[src/rtl/dtg_pkg.sv]
// Shared definitions for the display timing engine: register word
// addresses, control bit positions and the decoded timing configuration.
// Assumes horizontal positions fit 16 bits and frame positions fit 32 bits.
package dtg_pkg;

    localparam int HPOS_W = 16;
    localparam int FPOS_W = 32;
    localparam int REG_W  = 32;
    localparam int ADDR_W = 4;

    localparam int CTRL_ACT_H_BIT = 29;
    localparam int CTRL_ACT_V_BIT = 30;
    localparam int CTRL_FETCH_BIT = 31;

    localparam logic [ADDR_W-1:0] A_ENABLE  = 4'd0;
    localparam logic [ADDR_W-1:0] A_CTRL    = 4'd1;
    localparam logic [ADDR_W-1:0] A_LINE    = 4'd2;
    localparam logic [ADDR_W-1:0] A_FTOTAL  = 4'd3;
    localparam logic [ADDR_W-1:0] A_VSWIDTH = 4'd4;
    localparam logic [ADDR_W-1:0] A_DHORZ   = 4'd5;
    localparam logic [ADDR_W-1:0] A_DVBEG   = 4'd6;
    localparam logic [ADDR_W-1:0] A_DVFIN   = 4'd7;
    localparam logic [ADDR_W-1:0] A_AHORZ   = 4'd8;
    localparam logic [ADDR_W-1:0] A_AVBEG   = 4'd9;
    localparam logic [ADDR_W-1:0] A_AVFIN   = 4'd10;
    localparam logic [ADDR_W-1:0] A_BORDER  = 4'd11;
    localparam logic [ADDR_W-1:0] A_UNDER   = 4'd12;
    localparam logic [ADDR_W-1:0] A_SKEW    = 4'd13;
    localparam logic [ADDR_W-1:0] A_POL     = 4'd14;
    localparam logic [ADDR_W-1:0] A_FETCH   = 4'd15;

    localparam logic [ADDR_W-1:0] RD_ENABLE = 4'd0;
    localparam logic [ADDR_W-1:0] RD_FRAME  = 4'd1;
    localparam logic [ADDR_W-1:0] RD_LINE   = 4'd2;

    // Index of each sync line in the polarity word
    localparam int SYNC_HS = 0;
    localparam int SYNC_VS = 1;
    localparam int SYNC_DE = 2;
    localparam int SYNC_N  = 3;

    typedef struct packed {
        logic              run;
        logic              act_h_en;
        logic              act_v_en;
        logic              fetch_en;
        logic [HPOS_W-1:0] h_period;
        logic [HPOS_W-1:0] hs_width;
        logic [HPOS_W-1:0] dh_start;
        logic [HPOS_W-1:0] dh_end;
        logic [HPOS_W-1:0] ah_start;
        logic [HPOS_W-1:0] ah_end;
        logic [FPOS_W-1:0] f_total;
        logic [FPOS_W-1:0] vs_width;
        logic [FPOS_W-1:0] dv_start;
        logic [FPOS_W-1:0] dv_end;
        logic [FPOS_W-1:0] av_start;
        logic [FPOS_W-1:0] av_end;
        logic [FPOS_W-1:0] skew;
        logic [FPOS_W-1:0] fetch_pos;
        logic [SYNC_N-1:0] pol;
    } dtg_cfg_t;

endpackage

[src/rtl/dtg_regs.sv]
// Register bank of the timing engine. Each write of a word address
// replaces that word; there is no read-back of the words themselves.
// Assumes DATA_W <= 32 for the two colour words.
module dtg_regs
    import dtg_pkg::*;
#(
    parameter int DATA_W = 24
) (
    input  logic              clk,
    input  logic              rst_n,
    input  logic              wr_en,
    input  logic [ADDR_W-1:0] wr_addr,
    input  logic [REG_W-1:0]  wr_data,
    output dtg_cfg_t          cfg,
    output logic [DATA_W-1:0] border_clr,
    output logic [DATA_W-1:0] under_clr
);

    // Decode one write per cycle into the configuration fields
    always_ff @(posedge clk) begin
        if (!rst_n) begin
            cfg        <= '0;
            border_clr <= '0;
            under_clr  <= '0;
        end else if (wr_en) begin
            case (wr_addr)
                A_ENABLE:  cfg.run <= wr_data[0];
                A_CTRL: begin
                    cfg.act_h_en <= wr_data[CTRL_ACT_H_BIT];
                    cfg.act_v_en <= wr_data[CTRL_ACT_V_BIT];
                    cfg.fetch_en <= wr_data[CTRL_FETCH_BIT];
                end
                A_LINE: begin
                    cfg.h_period <= wr_data[31:16];
                    cfg.hs_width <= wr_data[15:0];
                end
                A_FTOTAL:  cfg.f_total  <= wr_data;
                A_VSWIDTH: cfg.vs_width <= wr_data;
                A_DHORZ: begin
                    cfg.dh_end   <= wr_data[31:16];
                    cfg.dh_start <= wr_data[15:0];
                end
                A_DVBEG:   cfg.dv_start <= wr_data;
                A_DVFIN:   cfg.dv_end   <= wr_data;
                A_AHORZ: begin
                    cfg.ah_end   <= wr_data[31:16];
                    cfg.ah_start <= wr_data[15:0];
                end
                A_AVBEG:   cfg.av_start <= wr_data;
                A_AVFIN:   cfg.av_end   <= wr_data;
                A_BORDER:  border_clr   <= wr_data[DATA_W-1:0];
                A_UNDER:   under_clr    <= wr_data[DATA_W-1:0];
                A_SKEW:    cfg.skew     <= wr_data;
                A_POL:     cfg.pol      <= wr_data[SYNC_N-1:0];
                A_FETCH:   cfg.fetch_pos <= wr_data;
                default: ;
            endcase
        end
    end


    reset_clear_chk: assert property (@(posedge clk)
        !$past(rst_n) |-> (cfg == '0 && border_clr == '0 && under_clr == '0));

endmodule

[src/rtl/dtg_counters.sv]
// Position counters: a line counter h over one period, a frame-wide
// pixel-clock counter f, and the readable line and frame tallies.
// Everything is held at zero while run is low. A period below 2 makes
// the counter stay at zero.
module dtg_counters
    import dtg_pkg::*;
#(
    parameter int CNT_W = 16
) (
    input  logic              clk,
    input  logic              rst_n,
    input  logic              run,
    input  logic [HPOS_W-1:0] h_period,
    input  logic [FPOS_W-1:0] f_total,
    output logic [HPOS_W-1:0] hcnt,
    output logic [FPOS_W-1:0] fcnt,
    output logic [CNT_W-1:0]  line_cnt,
    output logic [CNT_W-1:0]  frame_cnt
);

    logic h_last;
    logic f_last;

    // Detect the final position of the line and of the frame
    always_comb begin
        h_last = (h_period <= HPOS_W'(1)) || (hcnt >= h_period - HPOS_W'(1));
        f_last = (f_total <= FPOS_W'(1)) || (fcnt >= f_total - FPOS_W'(1));
    end

    // Advance the horizontal and frame pixel-clock positions
    always_ff @(posedge clk) begin
        if (!rst_n || !run) begin
            hcnt <= '0;
            fcnt <= '0;
        end else begin
            hcnt <= h_last ? '0 : hcnt + HPOS_W'(1);
            fcnt <= f_last ? '0 : fcnt + FPOS_W'(1);
        end
    end

    // Tally lines within the frame and frames since enable
    always_ff @(posedge clk) begin
        if (!rst_n || !run) begin
            line_cnt  <= '0;
            frame_cnt <= '0;
        end else begin
            if (f_last) begin
                line_cnt  <= '0;
                frame_cnt <= frame_cnt + CNT_W'(1);
            end else if (h_last) begin
                line_cnt  <= line_cnt + CNT_W'(1);
            end
        end
    end


    stopped_zero_chk: assert property (@(posedge clk) disable iff (!rst_n)
        !$past(run) |-> (hcnt == '0 && fcnt == '0 && frame_cnt == '0));


    line_restart_chk: assert property (@(posedge clk) disable iff (!rst_n)
        (run && $past(run) && fcnt == '0 && $past(fcnt) != '0) |-> line_cnt == '0);


    frame_step_chk: assert property (@(posedge clk) disable iff (!rst_n)
        (run && $past(run)) |->
        (frame_cnt == $past(frame_cnt) || frame_cnt == $past(frame_cnt) + CNT_W'(1)));


    h_bound_chk: assert property (@(posedge clk) disable iff (!rst_n)
        (run && $past(run) && h_period > HPOS_W'(1) && $stable(h_period)
         && $past(hcnt) < h_period) |-> hcnt < h_period);

endmodule

[src/rtl/dtg_window.sv]
// Window decode and output stage: compares the positions against the
// programmed bounds, selects the pixel source and applies the output
// polarity. Purely combinational from the counter flops; clk and rst_n
// serve only the local checks.
module dtg_window
    import dtg_pkg::*;
#(
    parameter int DATA_W = 24
) (
    input  logic              clk,
    input  logic              rst_n,
    input  logic              run,
    input  logic              act_h_en,
    input  logic              act_v_en,
    input  logic              fetch_en,
    input  logic [HPOS_W-1:0] hs_width,
    input  logic [HPOS_W-1:0] dh_start,
    input  logic [HPOS_W-1:0] dh_end,
    input  logic [HPOS_W-1:0] ah_start,
    input  logic [HPOS_W-1:0] ah_end,
    input  logic [FPOS_W-1:0] vs_width,
    input  logic [FPOS_W-1:0] dv_start,
    input  logic [FPOS_W-1:0] dv_end,
    input  logic [FPOS_W-1:0] av_start,
    input  logic [FPOS_W-1:0] av_end,
    input  logic [FPOS_W-1:0] skew,
    input  logic [FPOS_W-1:0] fetch_pos,
    input  logic [SYNC_N-1:0] pol,
    input  logic [DATA_W-1:0] border_clr,
    input  logic [DATA_W-1:0] under_clr,
    input  logic [HPOS_W-1:0] hcnt,
    input  logic [FPOS_W-1:0] fcnt,
    input  logic              pix_valid,
    input  logic [DATA_W-1:0] pix_in,
    output logic [SYNC_N-1:0] sync_pin,
    output logic              fetch_stb,
    output logic [DATA_W-1:0] pix_out
);

    logic [SYNC_N-1:0] sync_raw;
    logic h_disp, v_disp, h_act, v_act, in_act;

    // Compare positions against the display and active bounds
    always_comb begin
        h_disp = (hcnt >= dh_start) && (hcnt <= dh_end);
        v_disp = (fcnt >= dv_start) && (fcnt <= dv_end);
        h_act  = !act_h_en || ((hcnt >= ah_start) && (hcnt <= ah_end));
        v_act  = !act_v_en || ((fcnt >= av_start) && (fcnt <= av_end));
        sync_raw[SYNC_HS] = run && (hcnt < hs_width);
        sync_raw[SYNC_VS] = run && (fcnt >= skew) && ((fcnt - skew) < vs_width);
        sync_raw[SYNC_DE] = run && h_disp && v_disp;
        in_act    = sync_raw[SYNC_DE] && h_act && v_act;
        fetch_stb = run && fetch_en && (fcnt == fetch_pos);
    end

    // Choose blank, border, live pixel or underflow colour
    always_comb begin
        if (!sync_raw[SYNC_DE])  pix_out = '0;
        else if (!in_act)        pix_out = border_clr;
        else if (pix_valid)      pix_out = pix_in;
        else                     pix_out = under_clr;
    end

    // Apply per-line output polarity
    for (genvar i = 0; i < SYNC_N; i++) begin : g_pol
        assign sync_pin[i] = sync_raw[i] ^ pol[i];
    end


    idle_quiet_chk: assert property (@(posedge clk) disable iff (!rst_n)
        !run |-> (sync_pin == pol && !fetch_stb && pix_out == '0));


    fetch_gate_chk: assert property (@(posedge clk) disable iff (!rst_n)
        fetch_stb |-> fetch_en);


    blank_black_chk: assert property (@(posedge clk) disable iff (!rst_n)
        (sync_pin[SYNC_DE] == pol[SYNC_DE]) |-> pix_out == '0);


    vsync_lead_chk: assert property (@(posedge clk) disable iff (!rst_n)
        (fcnt < skew) |-> (sync_pin[SYNC_VS] == pol[SYNC_VS]));

endmodule

[src/rtl/disp_timing_gen.sv]
// Top of the display timing engine: register bank, position counters
// and window decode, plus the combinational read port for the enable
// bit and the frame and line tallies. Assumes CNT_W <= 32.
module disp_timing_gen
    import dtg_pkg::*;
#(
    parameter int DATA_W = 24,
    parameter int CNT_W  = 16
) (
    input  logic              clk,
    input  logic              rst_n,
    input  logic              wr_en,
    input  logic [3:0]        wr_addr,
    input  logic [31:0]       wr_data,
    input  logic [3:0]        rd_addr,
    output logic [31:0]       rd_data,
    input  logic              pix_valid,
    input  logic [DATA_W-1:0] pix_in,
    output logic              hsync,
    output logic              vsync,
    output logic              de,
    output logic              fetch_stb,
    output logic [DATA_W-1:0] pix_out
);

    dtg_cfg_t          cfg;
    logic [DATA_W-1:0] border_clr, under_clr;
    logic [HPOS_W-1:0] hcnt;
    logic [FPOS_W-1:0] fcnt;
    logic [CNT_W-1:0]  line_cnt, frame_cnt;
    logic [SYNC_N-1:0] sync_pin;

    dtg_regs #(.DATA_W(DATA_W)) u_regs (
        .clk        (clk),
        .rst_n      (rst_n),
        .wr_en      (wr_en),
        .wr_addr    (wr_addr),
        .wr_data    (wr_data),
        .cfg        (cfg),
        .border_clr (border_clr),
        .under_clr  (under_clr)
    );

    dtg_counters #(.CNT_W(CNT_W)) u_cnt (
        .clk       (clk),
        .rst_n     (rst_n),
        .run       (cfg.run),
        .h_period  (cfg.h_period),
        .f_total   (cfg.f_total),
        .hcnt      (hcnt),
        .fcnt      (fcnt),
        .line_cnt  (line_cnt),
        .frame_cnt (frame_cnt)
    );

    dtg_window #(.DATA_W(DATA_W)) u_win (
        .clk        (clk),
        .rst_n      (rst_n),
        .run        (cfg.run),
        .act_h_en   (cfg.act_h_en),
        .act_v_en   (cfg.act_v_en),
        .fetch_en   (cfg.fetch_en),
        .hs_width   (cfg.hs_width),
        .dh_start   (cfg.dh_start),
        .dh_end     (cfg.dh_end),
        .ah_start   (cfg.ah_start),
        .ah_end     (cfg.ah_end),
        .vs_width   (cfg.vs_width),
        .dv_start   (cfg.dv_start),
        .dv_end     (cfg.dv_end),
        .av_start   (cfg.av_start),
        .av_end     (cfg.av_end),
        .skew       (cfg.skew),
        .fetch_pos  (cfg.fetch_pos),
        .pol        (cfg.pol),
        .border_clr (border_clr),
        .under_clr  (under_clr),
        .hcnt       (hcnt),
        .fcnt       (fcnt),
        .pix_valid  (pix_valid),
        .pix_in     (pix_in),
        .sync_pin   (sync_pin),
        .fetch_stb  (fetch_stb),
        .pix_out    (pix_out)
    );

    assign hsync = sync_pin[SYNC_HS];
    assign vsync = sync_pin[SYNC_VS];
    assign de    = sync_pin[SYNC_DE];

    // Read port: enable bit and the tallies, which read zero when stopped
    always_comb begin
        case (rd_addr)
            RD_ENABLE: rd_data = {31'd0, cfg.run};
            RD_FRAME:  rd_data = cfg.run ? 32'(frame_cnt) : 32'd0;
            RD_LINE:   rd_data = cfg.run ? 32'(line_cnt)  : 32'd0;
            default:   rd_data = 32'd0;
        endcase
    end


    stopped_read_chk: assert property (@(posedge clk) disable iff (!rst_n)
        (!cfg.run && rd_addr != RD_ENABLE) |-> rd_data == 32'd0);

endmodule

[config.mk]
export PLATFORM = sky130hd
export DESIGN_NAME = disp_timing_gen
export DESIGN_NICKNAME = d
export VERILOG_FILES = /design/src/rtl/dtg_pkg.sv /design/src/rtl/dtg_regs.sv /design/src/rtl/dtg_counters.sv /design/src/rtl/dtg_window.sv /design/src/rtl/disp_timing_gen.sv
export SDC_FILE = /design/constraint.sdc
export NUM_CORES = 2
export LEC_CHECK = 0
export BUFFER_PORTS_ARGS = -buffer_cell sky130_fd_sc_hd__buf_2
export CAP_MARGIN = 20
export CORE_ASPECT_RATIO = 0.7
export CORE_UTILIZATION = 45
export DETAILED_ROUTE_END_ITERATION = 8
export PLACE_DENSITY = 0.73
export SLEW_MARGIN = 20
export SYNTH_ARGS = -nofsm -noshare
export SYNTH_HDL_FRONTEND = slang
export SYNTH_SLANG_ARGS = --single-unit
[constraint.sdc]
create_clock -name clk -period 10.3 [get_ports clk]
set_input_delay 0.515 -clock clk [delete_from_list [all_inputs] [get_ports clk]]
set_output_delay 0.515 -clock clk [all_outputs]
set_load 0.01 [all_outputs]
After elaboration in Yosys (flattened, before gate mapping)
Index checks and enable logic that the tools add are counted.

Equality and inequality tests: 18. Bitwise operators: 3. Reductions and logical operators: 42. Add/subtract/negate cells: 7. Multiplexer cells: 6. Magnitude comparators: 15.

Operators by type and width (number): >= comparator 32 bit (4); two-way mux 24 bit (3); <= comparator 32 bit (2); adder 16 x 1 -> 16 bit, second input constant (3); >= comparator 16 bit (3); one-hot mux 16 bit (3 select lines) (1); adder 32 x 1 -> 32 bit, second input constant (1); equality test 32 bit (1); equality test 4 bit, second input constant (8); <= comparator 16 bit (2); <= comparator 32 x 1 -> 1 bit, second input constant (1); < comparator 32 bit (1); two-way mux 16 bit (2); AND reduction 2 bit (16); subtractor 32 x 1 -> 32 bit, second input constant (1); subtractor 32 bit (1); equality test 4 x 3 -> 1 bit, second input constant (4); <= comparator 16 x 1 -> 1 bit, second input constant (1); < comparator 16 bit (1); subtractor 16 x 1 -> 16 bit, second input constant (1); logical AND 1 bit (13); equality test 4 x 2 -> 1 bit, second input constant (3); equality test 4 x 1 -> 1 bit, second input constant (2); logical NOT 4 bit (2); 4 further kinds (14).

Input bits: 68. Output and inout bits: 60. Logic and storage cells: 116. Bits in registers: 487.

Depth between registers and ports, before layout
Depth in word-level cells: 8. Gate-level depth with buffers: 22. Gate-level depth less buffers: 21.

Modules after synthesis
A second synthesis with hierarchy kept.

Cell total of the unflattened synthesis: 3293. Area total of the unflattened synthesis: 29084.1 µm².

Modules (own cells, without submodules): dtg_regs (times used 1, area each 14651.6 µm², cells each 1400, sequential area each 8147.8 µm²); dtg_window (times used 1, area each 8617.0 µm², cells each 1175, sequential area each 0.0 µm²); dtg_counters (times used 1, area each 5382.7 µm², cells each 659, sequential area each 1601.5 µm²); disp_timing_gen (times used 1, area each 432.9 µm², cells each 59, sequential area each 0.0 µm²).

Worst setup path before layout
OpenSTA, ideal clock, no wires.

Kind: register to output. From: reg u_cnt.fcnt[2]. To: out vsync. Buffers on the path: 0. Cell stages (with the launch flop): 18. Setup slack: 5.823 ns. Data required time: 9.785 ns. Arrival time: 3.962 ns. Cell sequence: dfxtp_1 > ha_1 > nor2b_1 > o31a_1 > o221ai_1 > o21ai_1 > or2_2 > a21oi_1 > o21ai_1 > a41oi_1 > xnor2_1 > ha_1 > nand3_1 > nor4_1 > nor4_1 > o221ai_1 > a211oi_1 > xor2_1.

Cells in the longest elaborated chain, start to end: 4. Elaborated cells on any way between the ends: 6. Classes of those cells: add/sub (1); order compare (2); bitwise (1); reduce/logical (2).

Ends and longest elaborated chain: start: declaration (RTL line dtg_counters.sv:16) `output logic [FPOS_W-1:0] fcnt,`; start signal: assignment (RTL line dtg_counters.sv:37) `fcnt <= f_last ? '0 : fcnt + FPOS_W'(1);`; subtractor 32 bit / >= comparator 32 bit (equally long branches) (RTL line dtg_window.sv:50) `sync_raw[SYNC_VS] = run && (fcnt >= skew) && ((fcnt - skew) < vs_width);`; < comparator 32 bit / logical AND 1 bit (equally long branches) (RTL line dtg_window.sv:50); logical AND 1 bit (*) (RTL line dtg_window.sv:50); bitwise XOR 1 bit (*) (RTL line dtg_window.sv:66) `assign sync_pin[i] = sync_raw[i] ^ pol[i];`; end: declaration (RTL line disp_timing_gen.sv:20) `output logic vsync,`.

Mark *: on every way between the ends. The rest lies on a longest branch, timed or not.

Final worst setup path
From: reg u_cnt.fcnt[1]. To: out vsync.

Same word-level chain as after synthesis.

==> impl_results.md <==
* Area leader, netlist: dfxtp_1
* Seq/Total Area, Yosys at 0.328
* H-tree depth at 2
* Die ar. at 67,100 sq um
* Post-CTS Hold Buffers at 0
* Vias at 25,400
* Layout cells sized above 1 at 0.0739
* Peak supply drop at 116 uV
* Via density at 5.45
* Critical-path cell list: ha_1, nor2b_1, o211ai_1, a21boi_0, a31oi_1, o21ai_0, a31oi_1, o211ai_1, a21oi_1, xnor2_1, ha_1, nand4_1, nor3_1, nand4_1, nor4_1, nor4_1, o221ai_1, a211oi_1, xor2_1, buf_2
* Nets@finish at 4,136
* Endpoints failing setup at 0
* Largest stage delay on the critical path at 0.63 ns
* Max-slew headroom at 0.286
* Synth top area cells: dfxtp_1 33%, ha_1 14%, nand2_1 11%, a21boi_0 10%, inv_1 3.7%
* Root buffer cell: clkbuf_16
* Final Critical Period at roughly 6.2 ns
* RSZ-0062 raised after global routing: false
* Synth Warn # at 0
* I/O pin total at 128
* Post-synth EDFFs at 0
* Yosys reg bits at around 490
* First-pass GRT wire length at 133 mm
* Final HPWL DP at 58.8 mm
* CTS Buffer Depth at 3
* Total grt overflow at 0
* Routability cong. at 0.917
* Adder-Cell Fraction of Synth Area at 0.138
* Pleak at roughly 0.013 uW
* Total CTS buffers at 48
* DR pass1 iterations at 5
* Largest net degree at the start of global routing at 241
* DP Worst Slack at 4.84 ns
* Synth Area in XOR/XNOR at 0.0486
* DRT antenna net count at 0
* Core Area at around 65,000 sq um
* CP Capture Type: output pin
* P&R area growth vs syn at 8.76%
* Main combinational cell family by area after synthesis: simple AND/OR/NAND/NOR gates
* DRC at 0
* Rows at 78
* Mux cell area share after synthesis at 0.0195
* Clk Latency, worst-skew pair at a little over 0.6 ns
* Worst path bufs/invs at 1
* Die width at slightly above 300 microns
* Outcome: finished, final reports clean
* WL/cell at 18.2 microns
* Synth cell types at 70
* Upper clock frequency limit at 161 MHz
* Min-delay worst type: primary input to flop
* Vias in the first global route at 23,000
* Slowest stage cell, crit path: dfxtp_1
* Post-synth top area share at 0.328
* Least-Margin Pin Slew at 1.07 ns
* Clock power frac at 0.426
* GRT Util Overall at 0.252
* Pwr Density at 128 nW/um^2
* CP Launch Type: flop
* Post CTS Setup Buffer Count at 0
* Worst-path fanout max at 12
* Initial Util at 0.457
* Mapped Avg Cell Area at 7.90 sq um
* Post-Syn Area at 29,700 sq um
* Post-Route WL at 84.7 mm
* Sequential share of power at 0.465
* DRT iter0 DRCs at 2,214
* Data required time of the critical path at 9.79 ns
* CTS tree: done
* Main synth FF type: dfxtp_1
* Clk sinks at 487
* Simple-gate share of the synthesized area at 0.211
* Crit path DAT at around 5.7 ns
* Comb power frac at 0.110
* P_int at 3040 uW
* Total power at 4120 uW
* Crit share post-route at 0.604
* Max cap viols at 0
* Clock skew at 0.0209 ns
* Worst-path clk slew at around 0.06 ns
* Final core occ at 0.497
* PortBufs at 111
* Psw at 1080 uW
* Slew Limit Fails at 0
* Crit-path leading delay family: compound AO/OA/AOI/OAI gates
* Final hold violations at 0
* Asr flop ratio synth at 0
* Initial antenna violation count at 6
* Synth Area in Compound Gates at 0.187
* CP Class: flop to output pin
* Setup TNS at 0 ns
* Sw Share at 0.262
* Cell count after synthesis at 3,761
* Post-CTS resize count at 0
* Die Y at 217 microns
* Final setup margin at 4.08 ns
==> cell usage in the layout (no fill, tap or decap), drive strengths merged, types with 9 or more instances in the layout <==
cell type	n
a211oi	12
a21boi	405
a21o	98
a21oi	110
a22oi	15
a31oi	9
and3	28
and4	10
buf	134
clkbuf	73
conb	16
dfxtp	487
ha	326
inv	296
mux2	24
mux2i	31
nand2	875
nand2b	29
nand3	106
nand4	71
nor2	158
nor2b	29
nor3	27
nor4	18
o211ai	11
o21a	14
o21ai	68
or2	15
or3	19
or4	19
xnor2	85
xor2	80
==> per-layer routing <==
layer,GRT usage,part of all wire,vias up
met1,0.382,0.49,11900
met5,0,0.00031,-
li1,-,-,12600
met2,0.358,0.40,810
met3,0.0563,0.095,103
met4,0.0548,0.019,4
==> synth_stat cells (all sizes together) (6+ instances only) <==
cell type	number
nor2	158
a31oi	9
or4	19
buf	27
nor2b	29
a211oi	12
o21bai	6
inv	295
and4	10
nor3	27
or3	19
dfxtp	487
mux2i	31
a21boi	405
and3	28
ha	326
xor2	80
xnor2	85
o211ai	11
o21a	14
nand4	71
o31ai	7
o21ai	68
a21o	98
nand3	106
a22oi	15
nand2	875
a21oi	110
or2	15
nor4	18
mux2	24
nand2b	29
clkbuf	191
and2	7
==> final cells by class <==
| cell class | count | area, sq um |
|---|---|---|
| diodes | 2 | 5.00 |
| well taps | 880 | 1100 |
| clock inverters | 11 | 104 |
| multi-input cells | 2775 | 18100 |
| repair buffers | 134 | 754 |
| fillers | 6326 | 32700 |
| clock buffers | 73 | 1420 |
| flip-flops and latches | 487 | 9750 |
| inverters | 295 | 1110 |
==> worst min-delay path, stage by stage <==
cell	delay [ns]
buf_2	0.24
nand2_1	0.10
a21boi_0	0.07
==> registers in the layout, indices dropped and copies added (netlist names) <==
| signal | flops |
|---|---|
| u_cnt.hcnt | 16 |
| u_regs.cfg | 359 |
| u_cnt.line_cnt | 16 |
| u_cnt.frame_cnt | 16 |
| u_regs.border_clr | 24 |
| u_cnt.fcnt | 32 |
| u_regs.under_clr | 24 |
==> cells by family after synthesis <==
family / count (synthesis)
DFF: 487
adders and majority gates: 327
buffers and inverters: 514
muxes: 55
other: 1
xor gates and xnor gates: 165
AOI/OAI and AO/OA: 790
and+or+nand+nor: 1422
==> power groups by stage <==
stage | Clock [uW] | Sequential, uW | Combinational [uW]
CTS | 1780 | 1920 | 444
floorplan | 0 | 1950 | 310
finish | 1760 | 1920 | 452
global route | 1860 | 1920 | 494
detailed placement | 0 | 1960 | 441
global placement | 0 | 1960 | 436
==> per-stage QoR <==
stage,hold WS (ns),instance area (sq um),std cells
after global routing,0.341,32300,4655
after floorplan,0.441,29800,3776
final,0.360,32300,4657
after CTS,0.331,32300,4654
after global placement,0.452,30800,4570
after detailed placement,0.458,30800,4570
==> worst paths after layout <==
path | slack [ns] | to | startpoint | cells after the start
max | 4.08 | vsync | u_cnt.fcnt[1]$_SDFF_PP0_ | 20
min | 0.36 | u_regs.border_clr[5]$_SDFFE_PN0P_ | wr_data[5] | 3
max reg2reg | 5.37 | u_cnt.line_cnt[14]$_SDFFE_PP0P_ | u_regs.cfg[231]$_SDFFE_PN0P_ | 16
min reg2reg | 0.47 | u_regs.cfg[173]$_SDFFE_PN0P_ | u_regs.cfg[173]$_SDFFE_PN0P_ | 2
No activity file was read; power rests on OpenSTA's default activity.
